## src/rtl/dsr_pkg.sv

```systemverilog
package dsr_pkg;

   // register select carried in address bit 0
   typedef enum logic {
      SEL_STATUS = 1'b0,
      SEL_ENABLE = 1'b1
   } reg_sel_e;

   // event bit positions inside the low status field
   localparam int unsigned EV_TIMEOUT = 0;
   localparam int unsigned EV_DROP    = 1;
   localparam int unsigned EV_BLOCK   = 5;

   // enable mask applied at reset
   localparam int unsigned EN_DEFAULT = (1 << EV_TIMEOUT) | (1 << EV_DROP) | (1 << EV_BLOCK);

endpackage

```

## src/rtl/dsr_chan.sv

```systemverilog
module dsr_chan #(
   parameter int unsigned EVT_W  = 6,
   parameter int unsigned EN_RST = 'h23
) (
   input  logic             clk,
   input  logic             rst_n,
   input  logic             live,
   input  logic [EVT_W-1:0] evt,
   input  logic             clr,
   input  logic             en_we,
   input  logic [EVT_W-1:0] en_wd,
   output logic [EVT_W-1:0] flags_o,
   output logic [EVT_W-1:0] en_o
);

   localparam logic [EVT_W-1:0] EN_INIT = EVT_W'(EN_RST);

   logic [EVT_W-1:0] flags_q;
   logic [EVT_W-1:0] en_q;

   always_ff @(posedge clk) begin
      if (!rst_n) begin
         flags_q <= '0;
         en_q    <= EN_INIT;
      end else begin
         if (!live)
            flags_q <= '0;
         else if (clr)
            flags_q <= evt;
         else
            flags_q <= flags_q | evt;
         if (en_we)
            en_q <= en_wd;
      end
   end

   assign flags_o = flags_q;
   assign en_o    = en_q;

   AST_FLAGS_STICKY: assert property (@(posedge clk) disable iff (!rst_n)
      (live && !clr) |=> ((flags_o & $past(flags_o)) == $past(flags_o)));
   AST_READ_EMPTIES: assert property (@(posedge clk) disable iff (!rst_n)
      (live && clr) |=> ((flags_o & ~$past(evt)) == '0));
   AST_EVENT_KEPT: assert property (@(posedge clk) disable iff (!rst_n)
      live |=> ((flags_o & $past(evt)) == $past(evt)));
   AST_DEAD_EMPTY: assert property (@(posedge clk) disable iff (!rst_n)
      !live |=> (flags_o == '0));

endmodule

```

## src/rtl/dsr_route.sv

```systemverilog
module dsr_route #(
   parameter int unsigned NUM_CH    = 16,
   parameter int unsigned EVT_W     = 6,
   parameter int unsigned DATA_W    = 16,
   parameter int unsigned FOLD_BASE = 6,
   parameter int unsigned FOLD_CNT  = 3,
   parameter int unsigned FOLD_LSB  = 7
) (
   input  logic                     clk,
   input  logic                     rst_n,
   input  logic                     compat,
   input  logic [NUM_CH*EVT_W-1:0]  flags_all,
   input  logic [NUM_CH*EVT_W-1:0]  en_all,
   input  logic [NUM_CH-1:0]        rd_hit,
   output logic [NUM_CH-1:0]        live,
   output logic [NUM_CH-1:0]        clr,
   output logic [NUM_CH*DATA_W-1:0] view_all,
   output logic [NUM_CH-1:0]        irq
);

   localparam int unsigned        COMPAT_CH = FOLD_BASE + FOLD_CNT;
   localparam logic [NUM_CH-1:0]  HI_MASK   = {NUM_CH{1'b1}} << FOLD_BASE;

   for (genvar c = 0; c < NUM_CH; c++) begin : g_ch
      logic [EVT_W-1:0]  own_f;
      logic [EVT_W-1:0]  own_e;
      logic [DATA_W-1:0] own_view;
      logic              own_pend;

      assign own_f    = flags_all[c*EVT_W +: EVT_W];
      assign own_e    = en_all[c*EVT_W +: EVT_W];
      assign own_view = DATA_W'(own_f);
      assign own_pend = |(own_f & own_e);

      if (c < FOLD_CNT) begin : g_host
         logic [EVT_W-1:0]  part_f;
         logic [EVT_W-1:0]  part_e;
         logic [DATA_W-1:0] part_view;
         logic              part_pend;

         assign part_f    = flags_all[(c+FOLD_BASE)*EVT_W +: EVT_W];
         assign part_e    = en_all[(c+FOLD_BASE)*EVT_W +: EVT_W];
         assign part_view = DATA_W'(part_f) << FOLD_LSB;
         assign part_pend = |(part_f & part_e);

         assign live[c] = 1'b1;
         assign clr[c]  = rd_hit[c];
         assign irq[c]  = own_pend | (compat & part_pend);
         assign view_all[c*DATA_W +: DATA_W] = compat ? (own_view | part_view) : own_view;

         AST_FOLD_LINE: assert property (@(posedge clk) disable iff (!rst_n)
            (compat && part_pend) |-> irq[c]);
      end else if (c >= FOLD_BASE && c < COMPAT_CH) begin : g_guest
         assign live[c] = 1'b1;
         assign clr[c]  = compat ? rd_hit[c-FOLD_BASE] : rd_hit[c];
         assign irq[c]  = ~compat & own_pend;
         assign view_all[c*DATA_W +: DATA_W] = compat ? '0 : own_view;
      end else if (c >= COMPAT_CH) begin : g_extra
         assign live[c] = ~compat;
         assign clr[c]  = ~compat & rd_hit[c];
         assign irq[c]  = ~compat & own_pend;
         assign view_all[c*DATA_W +: DATA_W] = compat ? '0 : own_view;
      end else begin : g_plain
         assign live[c] = 1'b1;
         assign clr[c]  = rd_hit[c];
         assign irq[c]  = own_pend;
         assign view_all[c*DATA_W +: DATA_W] = own_view;
      end
   end

   AST_SHARED_LINES_LOW: assert property (@(posedge clk) disable iff (!rst_n)
      compat |-> ((irq & HI_MASK) == '0));

endmodule

```

## src/rtl/dma_chan_stat.sv

```systemverilog
module dma_chan_stat #(
   parameter int unsigned NUM_CH    = 16,
   parameter int unsigned EVT_W     = 6,
   parameter int unsigned DATA_W    = 16,
   parameter int unsigned FOLD_BASE = 6,
   parameter int unsigned FOLD_CNT  = 3,
   parameter int unsigned FOLD_LSB  = 7,
   parameter int unsigned EN_RST    = dsr_pkg::EN_DEFAULT
) (
   input  logic                      clk,
   input  logic                      rst_n,
   input  logic                      compat_i,
   input  logic [NUM_CH*EVT_W-1:0]   evt_i,
   input  logic                      rd_en_i,
   input  logic                      wr_en_i,
   input  logic [$clog2(NUM_CH):0]   addr_i,
   input  logic [DATA_W-1:0]         wdata_i,
   output logic [DATA_W-1:0]         rdata_o,
   output logic [NUM_CH-1:0]         irq_o
);
   import dsr_pkg::*;

   localparam int unsigned CH_W = $clog2(NUM_CH);

   // elaboration-time parameter checks
   if (NUM_CH < 2) begin : g_bad_num
      $error("NUM_CH must be at least 2");
   end
   if (FOLD_BASE + FOLD_CNT > NUM_CH) begin : g_bad_fold
      $error("folded channels exceed NUM_CH");
   end
   if (FOLD_CNT > FOLD_BASE) begin : g_bad_overlap
      $error("host and folded channel ranges overlap");
   end
   if (FOLD_LSB < EVT_W || FOLD_LSB + EVT_W > DATA_W) begin : g_bad_lsb
      $error("folded field does not fit the status word");
   end

   reg_sel_e                  sel;
   logic [CH_W-1:0]           idx;
   logic [NUM_CH-1:0]         rd_hit;
   logic [NUM_CH-1:0]         en_we;
   logic [NUM_CH-1:0]         live;
   logic [NUM_CH-1:0]         clr;
   logic [NUM_CH*EVT_W-1:0]   flags_all;
   logic [NUM_CH*EVT_W-1:0]   en_all;
   logic [NUM_CH*DATA_W-1:0]  view_all;
   logic [DATA_W-1:0]         rd_next;
   logic [DATA_W-1:0]         rdata_q;
   logic                      unused_wdata_hi;

   assign sel             = reg_sel_e'(addr_i[0]);
   assign idx             = addr_i[CH_W:1];
   assign unused_wdata_hi = ^wdata_i[DATA_W-1:EVT_W];

   for (genvar c = 0; c < NUM_CH; c++) begin : g_dec
      assign rd_hit[c] = rd_en_i && (sel == SEL_STATUS) && (idx == CH_W'(c));
      assign en_we[c]  = wr_en_i && (sel == SEL_ENABLE) && (idx == CH_W'(c));

      dsr_chan #(
         .EVT_W  (EVT_W),
         .EN_RST (EN_RST)
      ) u_chan (
         .clk     (clk),
         .rst_n   (rst_n),
         .live    (live[c]),
         .evt     (evt_i[c*EVT_W +: EVT_W]),
         .clr     (clr[c]),
         .en_we   (en_we[c]),
         .en_wd   (wdata_i[EVT_W-1:0]),
         .flags_o (flags_all[c*EVT_W +: EVT_W]),
         .en_o    (en_all[c*EVT_W +: EVT_W])
      );
   end

   dsr_route #(
      .NUM_CH    (NUM_CH),
      .EVT_W     (EVT_W),
      .DATA_W    (DATA_W),
      .FOLD_BASE (FOLD_BASE),
      .FOLD_CNT  (FOLD_CNT),
      .FOLD_LSB  (FOLD_LSB)
   ) u_route (
      .clk       (clk),
      .rst_n     (rst_n),
      .compat    (compat_i),
      .flags_all (flags_all),
      .en_all    (en_all),
      .rd_hit    (rd_hit),
      .live      (live),
      .clr       (clr),
      .view_all  (view_all),
      .irq       (irq_o)
   );

   always_comb begin
      rd_next = '0;
      for (int c = 0; c < NUM_CH; c++) begin
         if (idx == CH_W'(c))
            rd_next = (sel == SEL_ENABLE) ? DATA_W'(en_all[c*EVT_W +: EVT_W])
                                          : view_all[c*DATA_W +: DATA_W];
      end
   end

   always_ff @(posedge clk) begin
      if (!rst_n)
         rdata_q <= '0;
      else if (rd_en_i)
         rdata_q <= rd_next;
   end

   assign rdata_o = rdata_q;

   AST_RDATA_HOLD: assert property (@(posedge clk) disable iff (!rst_n)
      !rd_en_i |=> $stable(rdata_o));
   AST_QUIET_LINE: assert property (@(posedge clk) disable iff (!rst_n)
      (rd_en_i && !compat_i && (sel == SEL_STATUS) && (evt_i == '0))
         |=> (irq_o[$past(idx)] == 1'b0));

endmodule

```

## config.mk

```make
export PLATFORM = sky130hd
export DESIGN_NAME = dma_chan_stat
export DESIGN_NICKNAME = d
export VERILOG_FILES = /design/src/rtl/dsr_pkg.sv /design/src/rtl/dsr_chan.sv /design/src/rtl/dsr_route.sv /design/src/rtl/dma_chan_stat.sv
export SDC_FILE = /design/constraint.sdc
export NUM_CORES = 1
export LEC_CHECK = 0
export BUFFER_PORTS_ARGS = -buffer_cell sky130_fd_sc_hd__buf_2
export CAP_MARGIN = 40
export CORE_MARGIN = 10
export CORE_UTILIZATION = 57
export DETAILED_ROUTE_END_ITERATION = 7
export GPL_TIMING_DRIVEN = 0
export HOLD_SLACK_MARGIN = 0.1
export PLACE_DENSITY = 0.89
export SYNTH_ARGS = -nofsm -noshare
export SYNTH_HDL_FRONTEND = slang
export SYNTH_SLANG_ARGS = --single-unit
```

## constraint.sdc

```tcl
create_clock -name clk -period 2.2 [get_ports clk]
set_clock_uncertainty 0.2 [all_clocks]
set_input_delay 0.22 -clock clk [delete_from_list [all_inputs] [get_ports clk]]
set_output_delay 0.22 -clock clk [all_outputs]
set_load 0.03 [all_outputs]
```

## Word level (Yosys, flattened, before mapping)

Index checks and enable logic that the tools add are counted.

| word-level totals | value |
|---|---|
| register bits | 208 |
| word-level logic and storage cells | 225 |

| operators by class | value |
|---|---|
| equal/unequal tests | 15 |
| mux-type cells | 64 |
| bitwise logic cells | 61 |
| reduce and logical (&&, ||, !) cells | 52 |

Operators with widths:

| kind | count |
|---|---|
| $mux 16 | 32 |
| $mux 6 | 29 |
| $and 6x6->6 | 16 |
| $or 6x6->6 | 16 |
| $reduce_or 6->1 | 16 |
| $or 6x13->13 | 3 |
| $logic_and 1x1->1 | 34 |
| $eq 4x4->1 const B | 8 |
| $and 1x1->1 | 20 |
| $eq 4x3->1 const B | 4 |
| $eq 4x2->1 const B | 2 |
| $eq 4x1->1 const B | 1 |
| $logic_not 4->1 | 1 |
| $mux 1 | 3 |
| $not 1->1 | 3 |
| $or 1x1->1 | 3 |
| $reduce_or 2->1 | 1 |

## Logic depth before layout (Yosys ltp)

| logic depth | value |
|---|---|
| word-level depth | 19 |
| gate-level depth with buffers | 10 |
| gate-level depth less buffers | 6 |

## By module

From an unflattened synthesis, not the netlist that was laid out.

| unflattened totals | value |
|---|---|
| cell total of the unflattened synthesis | 1544 |
| area total of the unflattened synthesis | 14007.2 um^2 |

Modules (own cells, without submodules):

| module | instances | cells each | area each (um^2) | sequential area each (um^2) |
|---|---|---|---|---|
| dsr_chan | 16 | 44 | 441.7 | 240.2 |
| dma_chan_stat | 1 | 469 | 4063.9 | 320.3 |
| dsr_route | 1 | 371 | 2876.5 | 0.0 |

## Least setup slack after synthesis

OpenSTA, ideal clock, no wires.

| timing | value |
|---|---|
| path kind | in2reg |
| from | input addr_i[2] |
| to | register rdata_q[4] (netlist: rdata_o[4]) |
| setup time | 127 ps |
| data arrival time | 1616 ps |
| data required time | 1873 ps |
| slack | 257 ps |
| stages | 7 |
| path buffers | 1 |
| path through | buf_6 or4b_4 a211oi_2 nor4_1 o31ai_1 a2111oi_1 or3_1 |

| between the ends | value |
|---|---|
| longest elaborated chain between the ends | 17 |
| elaborated cells on any way between the ends | 32 |
| those cells by class | 15 x eq/ne; 16 x mux; 1 x reduce/logical |

Ends and longest elaborated chain:

| what | line | source |
|---|---|---|
| from (decl) | dma_chan_stat.sv:16 | `input logic [$clog2(NUM_CH):0] addr_i,` |
| $logic_not 4->1 | dma_chan_stat.sv:99 | `if (idx == CH_W'(c))` |
| $mux 16 (15 in a row) | dma_chan_stat.sv:99 |  |
| $mux 16 * | dma_chan_stat.sv:99 |  |
| to (signal assigned) | dma_chan_stat.sv:109 | `rdata_q <= rd_next;` |
| to (decl) | dma_chan_stat.sv:49 | `logic [DATA_W-1:0] rdata_q;` |

Every way passes the cells marked *; elsewhere a longest branch is shown, timed or not.
A chain may end at the register's enable or synchronous reset.

## Final worst setup path

| timing | value |
|---|---|
| from | input compat_i |
| to | output irq_o[14] |

| between the ends | value |
|---|---|
| longest elaborated chain between the ends | 2 |

Ends and longest elaborated chain:

| what | line | source |
|---|---|---|
| from (decl) | dma_chan_stat.sv:12 | `input logic compat_i,` |
| $not 1->1 | dsr_route.sv:61 | `assign irq[c] = ~compat & own_pend;` |
| $and 1x1->1 | dsr_route.sv:61 |  |
| to (decl) | dma_chan_stat.sv:19 | `output logic [NUM_CH-1:0] irq_o` |

Every way passes these cells.

==> flow_summary_export.csv <==
group,metric,value,unit
outcome,status,"finished, violations left",
outcome,violations,"negative setup slack",
synthesis,syn_inst,1232,
timing,min_period,2250,ps
cts,cts_root_buffer,"clkbuf_16",
synthesis,synth_edf_count,0,
worst_setup_path,ff2ff_path_depth,5,
grt,grt_max_degree,15,
worst_setup_path,worstPathRequired,1780,ps
floorplan,die_area,23100,um^2
timing,setup_ws,-53.9,ps
timing,worst_pin_slew,1030,ps
timing,slew_viol_final,0,
grt,grtUsageMet1,43.2,%
floorplan,io_pins,154,
finish,final_nets,1616,
floorplan,rows,48,
worst_setup_path,timing.rr.end,"rdata_o[3]",
placement,dp_hpwl,30400,um
floorplan,die_w,152,um
synthesis,synth.area.top_cells,"dfxtp_1 (41%), nand2_1 (8.2%), a21oi_1 (7.0%), nor2b_1 (4.5%), a22oi_1 (4.2%)",
placement,routabilityCongestion,1.08,
timing,hold_viol,0,
grt,use_met2,55.6,%
timing,relSlewSlack,31.4,%
routing,vias,11563,
worst_setup_path,worstSetupPathType,"in -> out",
timing,fin_worst_hold_slack,168,ps
finish,drive_above_1_share,17.1,%
timing,min_period_over_period,102,%
synthesis,synthDistinctLibCells,63,
finish,instances_no_fill,1738,
placement,numPortBuffers,131,
cts,cts_tree,"yes",
worst_setup_path,critPathArrivalTime,1830,ps
worst_setup_path,reg2reg_from,"g_dec[14].u_chan.flags_o[3]",
grt,grt_pass1_vias,11270,
routing,drtIter0Drc,1821,
worst_setup_path,crit_chain,"buf_2, clkbuf_4, clkbuf_4, buf_4, a31oi_1, buf_2",
grt,grtUsageTotal,36.3,%
routing,via_per_inst,6.65,
routing,wl_per_cell,26.0,um
synthesis,synth_top_area_cell,"dfxtp_1",
grt,grt_pass1_wl,67100,um
finish,regArea,4080,um^2
cts,htreeDepth,1,
cts,clk_pin_slew,70,ps
floorplan,initial_core_util,57.7,%
worst_setup_path,critPathMaxStageDelay,350,ps
min_path,holdCritPathClass,"in -> reg",
synthesis,synth-seq-cells,204,
floorplan,die_h,152,um
power,fin_total_pwr,9.60,mW
finish,multi_input_area,5450,um^2
synthesis,synthArstFlopShare,0,%
min_path,hold_start,"wr_en_i",
min_path,holdPathStages,5,
grt,use_met3,12.3,%
timing,fmax,444,MHz
timing,setup_viol,10,
finish,syn_to_final_growth,30.0,%
routing,drt-total-wl,45200,um
worst_setup_path,cp_max_fo,10,
synthesis,yosys_warnings,0,
finish,layout.filler_cells,1235,
worst_setup_path,critPathCaptureType,"primary output",
cts,clk-insertion-delay-late,520,ps
power,vdd_drop_max,1020,uV
power,power_density,745,nW/um^2
power,leakage,5.06,nW
job,cap_violations,0,
min_path,min_to,"g_dec[14].u_chan.en_o[1]",
synthesis,syn-cell-area,9910,um^2
worst_setup_path,cp.buffers_inverters,5,
floorplan,core-area,17200,um^2
synthesis,avgSynthCellArea,8.04,um^2
worst_setup_path,critPathLaunchType,"input pin",
synthesis,dominantRegCellSynth,"dfxtp_1",
routing,postRouteAntennaNets,0,
placement,dp.cells,1591,
grt,grt.overflow.total,0,
synthesis,ys_seq_area_share,41.2,%
worst_setup_path,r2r_setup_slack,10,ps
cts,clockBufferDepth,3,
synthesis,synth_top_area_share,41.2,%
grt,busiest_layer,"met2",
finish,final_util,75.0,%
worst_setup_path,cp_top_family,"buffers and inverters",
cts,cts_buffers,21,
grt,antenna_found_initial,3,
routing,drc,0,
cts,cts_sinks,204,
worst_setup_path,crit_path_top_delay_cell,"clkbuf_4",
routing,dr.pass1.iters,8,
## power breakdown
group | total (mW) | switching [mW] | internal [mW]
clock | 4.17 | 1.57 | 2.60
combinational | 1.44 | 0.874 | 0.569
sequential | 3.98 | 0.152 | 3.83
total | 9.60 | 2.60 | 7.00
## through the flow
step / cell area, um^2 / setup slack [ps] / setup TNS (ps)
after floorplan: 9920 / 257 / 0
after global placement: 10900 / -987 / -60960
after detailed placement: 10900 / -971 / -61870
after CTS: 12700 / 3.07 / 0
after global routing: 12900 / -0.977 / -0.977
final: 12900 / -53.9 / -259
## per-layer routing
metal	part of all wire (%)	wire length (um)
met1	35	15900
met3	14	6330
met5	0	0
met2	43	19400
met4	8.0	3600
## flip-flops by register name, indices dropped and copies added, names as in the netlist
name,cells
g_dec.u_chan.en_o,96
g_dec.u_chan.flags_o,96
rdata_o,12
## synth_stat cells, types with 3 or more instances
cell type  count
a2111oi_0      6
a211oi_1      13
a21boi_0      31
a21boi_1      14
a21oi_1      138
a221oi_1       9
a22oi_1       55
a31oi_1       12
a32oi_1        4
and2_1         8
buf_1          3
buf_2         25
buf_4         13
buf_6          5
clkbuf_1      49
dfxtp_1      204
inv_1         13
mux2_2         4
mux2i_1       23
mux4_2         8
nand2_1      216
nand2b_1      10
nand3_1       75
nand4_1        3
nor2_1        79
nor2b_1       71
nor3_1         8
nor3b_1       32
nor4_1         4
o21ai_0       33
o221ai_1       5
o22ai_1       13
o311ai_1       3
o32ai_1        4
or3_1          3
## layout by cell type (no fill, tap or decap), types with 13 or more instances in the layout
| cell | instances |
|---|---|
| clkbuf_1 | 47 |
| nor3b_1 | 32 |
| inv_1 | 13 |
| a22oi_1 | 54 |
| mux2i_1 | 21 |
| dlygate4sd3_1 | 104 |
| clkbuf_16 | 21 |
| a21boi_1 | 14 |
| o21ai_0 | 33 |
| nor2_1 | 79 |
| a211oi_1 | 13 |
| buf_4 | 14 |
| buf_2 | 152 |
| nand2_1 | 214 |
| dfxtp_1 | 204 |
| a21boi_0 | 31 |
| a21oi_1 | 137 |
| nand3_1 | 75 |
| nor2b_1 | 71 |
## worst max path at each step
stage,start,end,cells past startpoint
2_1_floorplan,addr_i[2],rdata_o[4],7
3_5_place_dp,compat_i,irq_o[10],6
6_report,compat_i,irq_o[14],6
4_1_cts,addr_i[0],rdata_o[3],9
5_1_grt,compat_i,g_dec[11].u_chan.flags_o[0],7
3_3_place_gp,compat_i,irq_o[10],6
## cell type report
class                      count  area share, %
sequential                   204           31.7
multi-input combinational    923           42.3
timing repair buffer         236           13.3
tap                          225           2.19
inverter                      13          0.379
clock buffer                  28           4.59
buffer                        95           3.90
clock inverter                10           1.62
antenna                        4         0.0777
## tightest hold or removal path, cell delays in order
cell and delay (ps):
buf_2 130, nand2_2 200, nor3_4 120, mux2i_1 130, nand2_1 60
## what timing repair did
item,CTS,global route
hold buffers,104,0
resized for setup,14,29
hold endpoints to repair,130,0
pin swaps,1,4
endpoints found under the setup margin,17,41
setup buffers,0,0
## cells by family after synthesis
family,Yosys count,synth area share (%)
other cells,1,0.0378
mux,38,5.09
buf+inv,108,5.28
compound gates,359,23.2
flops,204,41.2
simple gates,522,25.2
Power figures use the tool's default switching activity.
